$ cat src/rtl/sbsram_pkg.sv
package sbsram_pkg;

    typedef enum logic {
        ORD_LINEAR     = 1'b0,
        ORD_INTERLEAVE = 1'b1
    } burst_order_e;

    // Decision taken for one clock edge
    typedef struct packed {
        logic start_cpu;   // processor start qualified by main enable
        logic start_any;   // any valid start
        logic selected;    // all chip enables high
        logic access;      // this edge performs a read or write
    } cycle_dec_t;

    function automatic logic [1:0] burst_low(input logic [1:0] base_lo,
                                             input logic [1:0] count,
                                             input burst_order_e ord);
        if (ord == ORD_INTERLEAVE)
            return base_lo ^ count;
        else
            return base_lo + count;
    endfunction

endpackage

$ cat src/rtl/sbsram_burst_ctrl.sv
module sbsram_burst_ctrl
    import sbsram_pkg::*;
#(
    parameter int ADDR_W = 6
) (
    input  logic              clk,
    input  logic              rst,
    input  logic [ADDR_W-1:0] addr,
    input  logic              strobe_cpu,
    input  logic              strobe_ctl,
    input  logic              advance,
    input  logic              order_il,
    input  logic              cs_main,
    input  logic              cs_aux_a,
    input  logic              cs_aux_b,
    output cycle_dec_t        dec,
    output logic [ADDR_W-1:0] cur_addr,
    output logic [ADDR_W-1:0] nxt_addr
);

    localparam int HI_W = ADDR_W - 2;

    logic [ADDR_W-1:0] base_q;
    logic [1:0]        cnt_q;
    logic [1:0]        cnt_nxt;
    burst_order_e      order_q;
    logic              active_q;

    always_comb begin
        dec.start_cpu = strobe_cpu & cs_main;
        dec.start_any = dec.start_cpu | strobe_ctl;
        dec.selected  = cs_main & cs_aux_a & cs_aux_b;
        dec.access    = dec.start_any ? dec.selected : active_q;
    end

    assign cnt_nxt  = cnt_q + 2'd1;
    assign cur_addr = {base_q[ADDR_W-1:2], burst_low(base_q[1:0], cnt_q, order_q)};

    always_comb begin
        if (dec.start_any)
            nxt_addr = addr;
        else if (active_q && advance)
            nxt_addr = {base_q[ADDR_W-1:2], burst_low(base_q[1:0], cnt_nxt, order_q)};
        else
            nxt_addr = cur_addr;
    end

    always_ff @(posedge clk) begin
        if (rst) begin
            base_q   <= '0;
            cnt_q    <= '0;
            order_q  <= ORD_LINEAR;
            active_q <= 1'b0;
        end else if (dec.start_any) begin
            active_q <= dec.selected;
            if (dec.selected) begin
                base_q  <= addr;
                cnt_q   <= '0;
                order_q <= burst_order_e'(order_il);
            end
        end else if (active_q && advance) begin
            cnt_q <= cnt_nxt;
        end
    end

    logic [HI_W-1:0] unused_hi;
    assign unused_hi = base_q[ADDR_W-1:2];

    AST_START_CLEARS_COUNT: assert property (@(posedge clk) disable iff (rst)
        (dec.start_any && dec.selected) |=> (cnt_q == 2'd0 && active_q))
        else $error("start did not clear counter");

    AST_ADVANCE_STEPS: assert property (@(posedge clk) disable iff (rst)
        (!dec.start_any && active_q && advance) |=> (cnt_q == $past(cnt_q) + 2'd1))
        else $error("advance did not step counter");

    AST_HOLD_ADDRESS: assert property (@(posedge clk) disable iff (rst)
        (!dec.start_any && !advance) |=> $stable(cur_addr))
        else $error("address moved without advance");

    AST_ORDER_KEPT: assert property (@(posedge clk) disable iff (rst)
        !(dec.start_any && dec.selected) |=> $stable(order_q))
        else $error("order changed mid burst");

    AST_CPU_NEEDS_MAIN: assert property (@(posedge clk) disable iff (rst)
        (strobe_cpu && !cs_main && !strobe_ctl && !advance) |=> $stable(cur_addr))
        else $error("unqualified processor strobe took effect");

endmodule

$ cat src/rtl/sbsram_wr_decode.sv
module sbsram_wr_decode #(
    parameter int LANES = 2
) (
    input  logic             allow,
    input  logic             byte_wr_en,
    input  logic [LANES-1:0] lane_sel,
    input  logic             write_all,
    output logic [LANES-1:0] wr_mask
);

    logic full;

    assign full = write_all | (byte_wr_en & (&lane_sel));

    always_comb begin
        if (!allow)
            wr_mask = '0;
        else if (full)
            wr_mask = '1;
        else if (byte_wr_en)
            wr_mask = lane_sel;
        else
            wr_mask = '0;
    end

endmodule

$ cat src/rtl/sbsram_array.sv
module sbsram_array #(
    parameter int ADDR_W = 6,
    parameter int LANE_W = 9,
    parameter int LANES  = 2
) (
    input  logic                    clk,
    input  logic [ADDR_W-1:0]       wr_addr,
    input  logic [LANES-1:0]        wr_mask,
    input  logic [LANE_W*LANES-1:0] wr_data,
    input  logic [ADDR_W-1:0]       rd_addr,
    output logic [LANE_W*LANES-1:0] rd_data
);

    localparam int DEPTH = 1 << ADDR_W;

    for (genvar g = 0; g < LANES; g++) begin : g_lane
        logic [LANE_W-1:0] lane_mem [DEPTH];

        always_ff @(posedge clk) begin
            if (wr_mask[g])
                lane_mem[wr_addr] <= wr_data[g*LANE_W +: LANE_W];
        end

        assign rd_data[g*LANE_W +: LANE_W] = lane_mem[rd_addr];
    end

endmodule

$ cat src/rtl/sbsram_top.sv
module sbsram_top
    import sbsram_pkg::*;
#(
    parameter int ADDR_W = 6,
    parameter int LANE_W = 9,
    parameter int LANES  = 2
) (
    input  logic                    clk,
    input  logic                    rst,
    input  logic [ADDR_W-1:0]       addr,
    input  logic                    strobe_cpu,
    input  logic                    strobe_ctl,
    input  logic                    advance,
    input  logic                    order_il,
    input  logic                    cs_main,
    input  logic                    cs_aux_a,
    input  logic                    cs_aux_b,
    input  logic [LANE_W*LANES-1:0] wr_data,
    input  logic                    byte_wr_en,
    input  logic [LANES-1:0]        lane_sel,
    input  logic                    write_all,
    input  logic                    out_en,
    output logic [LANE_W*LANES-1:0] rd_data,
    output logic                    rd_drive
);

    cycle_dec_t        dec;
    logic [ADDR_W-1:0] cur_addr;
    logic [ADDR_W-1:0] nxt_addr;
    logic [LANES-1:0]  wr_mask;
    logic              read_q;

    sbsram_burst_ctrl #(.ADDR_W(ADDR_W)) u_ctrl (
        .clk       (clk),
        .rst       (rst),
        .addr      (addr),
        .strobe_cpu(strobe_cpu),
        .strobe_ctl(strobe_ctl),
        .advance   (advance),
        .order_il  (order_il),
        .cs_main   (cs_main),
        .cs_aux_a  (cs_aux_a),
        .cs_aux_b  (cs_aux_b),
        .dec       (dec),
        .cur_addr  (cur_addr),
        .nxt_addr  (nxt_addr)
    );

    sbsram_wr_decode #(.LANES(LANES)) u_wdec (
        .allow     (dec.access & ~dec.start_cpu),
        .byte_wr_en(byte_wr_en),
        .lane_sel  (lane_sel),
        .write_all (write_all),
        .wr_mask   (wr_mask)
    );

    sbsram_array #(.ADDR_W(ADDR_W), .LANE_W(LANE_W), .LANES(LANES)) u_mem (
        .clk    (clk),
        .wr_addr(nxt_addr),
        .wr_mask(wr_mask),
        .wr_data(wr_data),
        .rd_addr(cur_addr),
        .rd_data(rd_data)
    );

    always_ff @(posedge clk) begin
        if (rst)
            read_q <= 1'b0;
        else
            read_q <= dec.access & ~(|wr_mask);
    end

    assign rd_drive = read_q & out_en;

    AST_DESELECT_QUIET: assert property (@(posedge clk) disable iff (rst)
        (dec.start_any && !dec.selected) |=> !rd_drive)
        else $error("driving after deselect");

    AST_WRITE_QUIET: assert property (@(posedge clk) disable iff (rst)
        (|wr_mask) |=> !rd_drive)
        else $error("driving after write cycle");

    AST_CPU_START_NO_WRITE: assert property (@(posedge clk) disable iff (rst)
        dec.start_cpu |-> (wr_mask == '0))
        else $error("processor start wrote");

    AST_RESET_IDLE: assert property (@(posedge clk)
        rst |=> !rd_drive)
        else $error("driving after reset");

endmodule

$ cat config.mk
export PLATFORM = sky130hd
export DESIGN_NAME = sbsram_top
export DESIGN_NICKNAME = d
export VERILOG_FILES = /design/src/rtl/sbsram_pkg.sv /design/src/rtl/sbsram_burst_ctrl.sv /design/src/rtl/sbsram_wr_decode.sv /design/src/rtl/sbsram_array.sv /design/src/rtl/sbsram_top.sv
export SDC_FILE = /design/constraint.sdc
export NUM_CORES = 1
export LEC_CHECK = 0
export BUFFER_PORTS_ARGS = -buffer_cell sky130_fd_sc_hd__buf_4
export CORE_MARGIN = 10
export CORE_UTILIZATION = 55
export DETAILED_ROUTE_END_ITERATION = 12
export PLACE_DENSITY_LB_ADDON = 0.08
export SETUP_SLACK_MARGIN = 0.3
export SLEW_MARGIN = 20
export SYNTH_ARGS = -nofsm -noshare
export SYNTH_HDL_FRONTEND = slang
export SYNTH_SLANG_ARGS = --single-unit
$ cat constraint.sdc
create_clock -name clk -period 2.95 [get_ports clk]
set_input_delay 0.1475 -clock clk [delete_from_list [all_inputs] [get_ports clk]]
set_output_delay 0.1475 -clock clk [all_outputs]
set_load 0.03 [all_outputs]
==> metrics.txt <==
Mapped Area 46550 µm²; vias in the first global route 26830; initial antenna violation count 6; Max-slew headroom 32.90%; RSZ-0062 raised after global routing yes; Detail Route Antenna Nets 0; layout cell share with drive strength beyond 1 38.54%; CP required ~2.8 ns; Critical Path Max Stage Delay 0.38 ns; clock-pin slew on the worst setup and hold paths 0.06 ns; final hold vios 0; Setup Skew 0.03153 ns; Multi-input gate area approximately 13000 µm²; DRC violations left 0; Leak between 15 and 20 nW; CP max-delay cell dfxtp_4; DR vias roughly 28000; Post-synth EDFFs 1152; largest area contributor in the netlist edfxtp_1; Critical Setup Path Class flop to primary output; drt wl/cell 31.69 µm; vias per cell 6.563; DR pass1 iterations 8; height of the die ~310 µm; post-synthesis sequential area ratio about three quarters; hold path depth 1; commonest cells in the netlist edfxtp_1 (1152), mux4_2 (211), nor2_1 (167); area delta synth->final 27.30%; Worst Hold Launch wr_data[5]; Worst Max-Slew Pin Slew between 0.9 and 1 ns; CTS Buf Count 116; FF-to-FF End u_mem.g_lane[0].lane_mem[20][1]; register area 34830 µm²; Mapped Nets between 2000 and 3000; Max VDD drop 0.5610 mV; Clk Tree Root Cell clkbuf_16; CORE AREA 83820 µm²; count leader, synth edfxtp_1; distinct cell type count after synthesis 59; critical path startpoint category flop; status complete, but fails checks; DIE AREA around 97000 µm²; CTS H-Tree Depth 3; main flop type after synthesis edfxtp_1; Sum Neg Setup Slack -136.50 ns; first-pass GRT wire length 187.6 mm; syn_area_per_cell 18.44 µm²; clock latency at the later pin of the worst-skew pair 0.70 ns; Tcrit/Tclk final 126.3%; Initial DRC Count 3830; crit end category primary output; Peak Freq between 200 and 300 MHz; gr usage total a little over a quarter; HPWL after DPL slightly below 80 mm; fillcell total approximately 5200; Max Cap Violations 0; synthesis-stage register bit count 1163; Starting Density 55.54%; failing checks setup timing; GPL Wtd Cong between 0.8 and 0.9; Final min period 3.725 ns; worst hold path endpoint u_mem.g_lane[0].lane_mem[44][5]; post-synthesis async set-or-reset flop share 0%; Crit Reg-Reg Startpoint u_ctrl.base_q[0]; Mapped Cells 2525; worst-path maximum fanout 8; CTS tree built; total wire length 135.5 mm; YS warnings 0; final worst setup slack -0.7747 ns; # rows 106; Pwr Density a little under 600 nW/µm²; Worst R2R Path Depth 16; Clock Sinks 1163; pre-CTS setup slack -0.2832 ns; dominant cells by area after synthesis edfxtp_1 (74%), mux4_2 (10%), mux2i_1 (2.3%), nor2_1 (1.3%), nand2_1 (1.2%); Synth top area share 74.31%; largest net degree at the start of global routing 73; reg2reg setup slack -0.29 ns; WP data arrival 3.58 ns; CTS Buffer Depth 3; HP Class input port to flop; Die W 310.9 µm; CP delay by family, top compound AO/OA/AOI/OAI gates; port bufs 56; final count of pins violating max slew 0; worst path cell trace ha_4, nor2b_4, xnor2_4, buf_12, buf_8, buf_16, clkbuf_4, o221ai_1, a211oi_1, buf_4, o311a_1, o32a_4, buf_6; gr ovfl total 0; worst path bufs/invs 6; Final setup viols 1080; # IOs 57; Nets 3080
==> through the flow <==
step / hold slack (ns) / std cells / instance area, µm² / utilization (%) / power (mW)
after floorplan: 0.2464 / 2525 / 46750 / - / 19.19
after global placement: 0.4129 / 3872 / 50960 / 60.80 / 20.03
after detailed placement: 0.4184 / 3872 / 50960 / 60.80 / 20.06
after CTS: 0.006638 / 4156 / 56490 / 67.39 / 34.40
after global routing: 0.04050 / 4273 / 59250 / 70.69 / 35.47
final: 0.01590 / 4276 / 59260 / 70.70 / 34.54
==> cells by family (layout without fill, tap and decap cells) <==
family | after synthesis | count (layout) | share of synthesized area (%)
flip-flops | 1163 | 1163 | 74.78
AND/OR/NAND/NOR | 477 | 479 | 4.636
AO/OA/AOI/OAI | 370 | 370 | 5.752
multiplexers | 335 | 335 | 12.91
buffers and inverters | 173 | 783 | 1.653
XOR/XNOR | 5 | 5 | 0.2070
adder cells (fa/ha/maj) | 2 | 2 | 0.05375
other | 0 | 5 | 0
==> layout by cell type (no fill, tap or decap), types with 17 or more instances in the layout <==
master,n
clkinv_1,28
mux4_2,211
mux2i_1,96
nand3b_1,21
edfxtp_1,1152
nor2_1,65
buf_6,162
nand3_1,23
a21oi_1,49
nand2_1,135
a221oi_1,33
nor2_4,98
nor3b_1,17
nor3_1,42
buf_8,19
buf_4,256
or3_1,18
o22ai_2,18
o22ai_1,30
clkbuf_16,133
clkbuf_1,22
o21ai_0,35
buf_12,78
o221ai_1,20
clkinv_2,26
==> final cells by class <==
class / instances / share of cell area, %
inverter: 4 / 0.02534
antenna: 5 / 0.02111
multi-input combinational: 1191 / 21.39
timing repair buffer: 564 / 11.15
sequential: 1163 / 58.77
clock inverter: 76 / 1.161
clock buffer: 139 / 5.080
tap: 1134 / 2.394
==> where the power goes <==
part | total, mW | switching [mW] | internal [mW]
clock network | 14.3 | 6.19 | 8.14
logic | 2.04 | 1.23 | 0.803
registers | 18.2 | 0.0127 | 18.2
total | 34.5 | 7.43 | 27.1
==> worst max-delay path by stage <==
stage	startpoint	endpoint	slack, ns	cells past startpoint
after global routing	u_ctrl.base_q[0]	rd_data[12]	-0.84	13
after floorplan	u_ctrl.cnt_q[0]	u_mem.g_lane[1].lane_mem[34][0]	0.18	9
final	u_ctrl.cnt_q[0]	rd_data[2]	-0.77	13
after detailed placement	u_ctrl.cnt_q[0]	rd_data[0]	-0.28	10
after global placement	u_ctrl.cnt_q[0]	rd_data[14]	-0.27	9
after CTS	u_ctrl.cnt_q[0]	rd_data[1]	-0.74	12
==> what timing repair did <==
| item | 4_1_cts | 5_1_grt |
|---|---|---|
| setup endpoints to repair | 1159 | 1169 |
| resized for setup | 243 | 413 |
| gates cloned | 19 | 56 |
| endpoints found under the hold margin | 11 | 0 |
| setup buffers | 38 | 59 |
| hold buffers | 12 | 0 |
| pin swaps | 43 | 87 |
==> layer usage <==
layer / vias up / GRT usage [%] / part of all wire [%]
met1: 14600 / 37.81 / 40
met5: - / 0 / 0
met3: 261 / 7.059 / 12
li1: 11480 / - / -
met2: 1722 / 39.38 / 45
met4: 0 / 7.559 / 3.2
==> flip-flops by register name, indices dropped and copies added (netlist names) <==
register	cells
u_ctrl.active_q	1
u_ctrl.order_q	1
read_q	1
u_ctrl.base_q	6
u_ctrl.cnt_q	2
u_mem.g_lane.lane_mem	1152
Note: power is estimated with default switching activity, not from simulation.
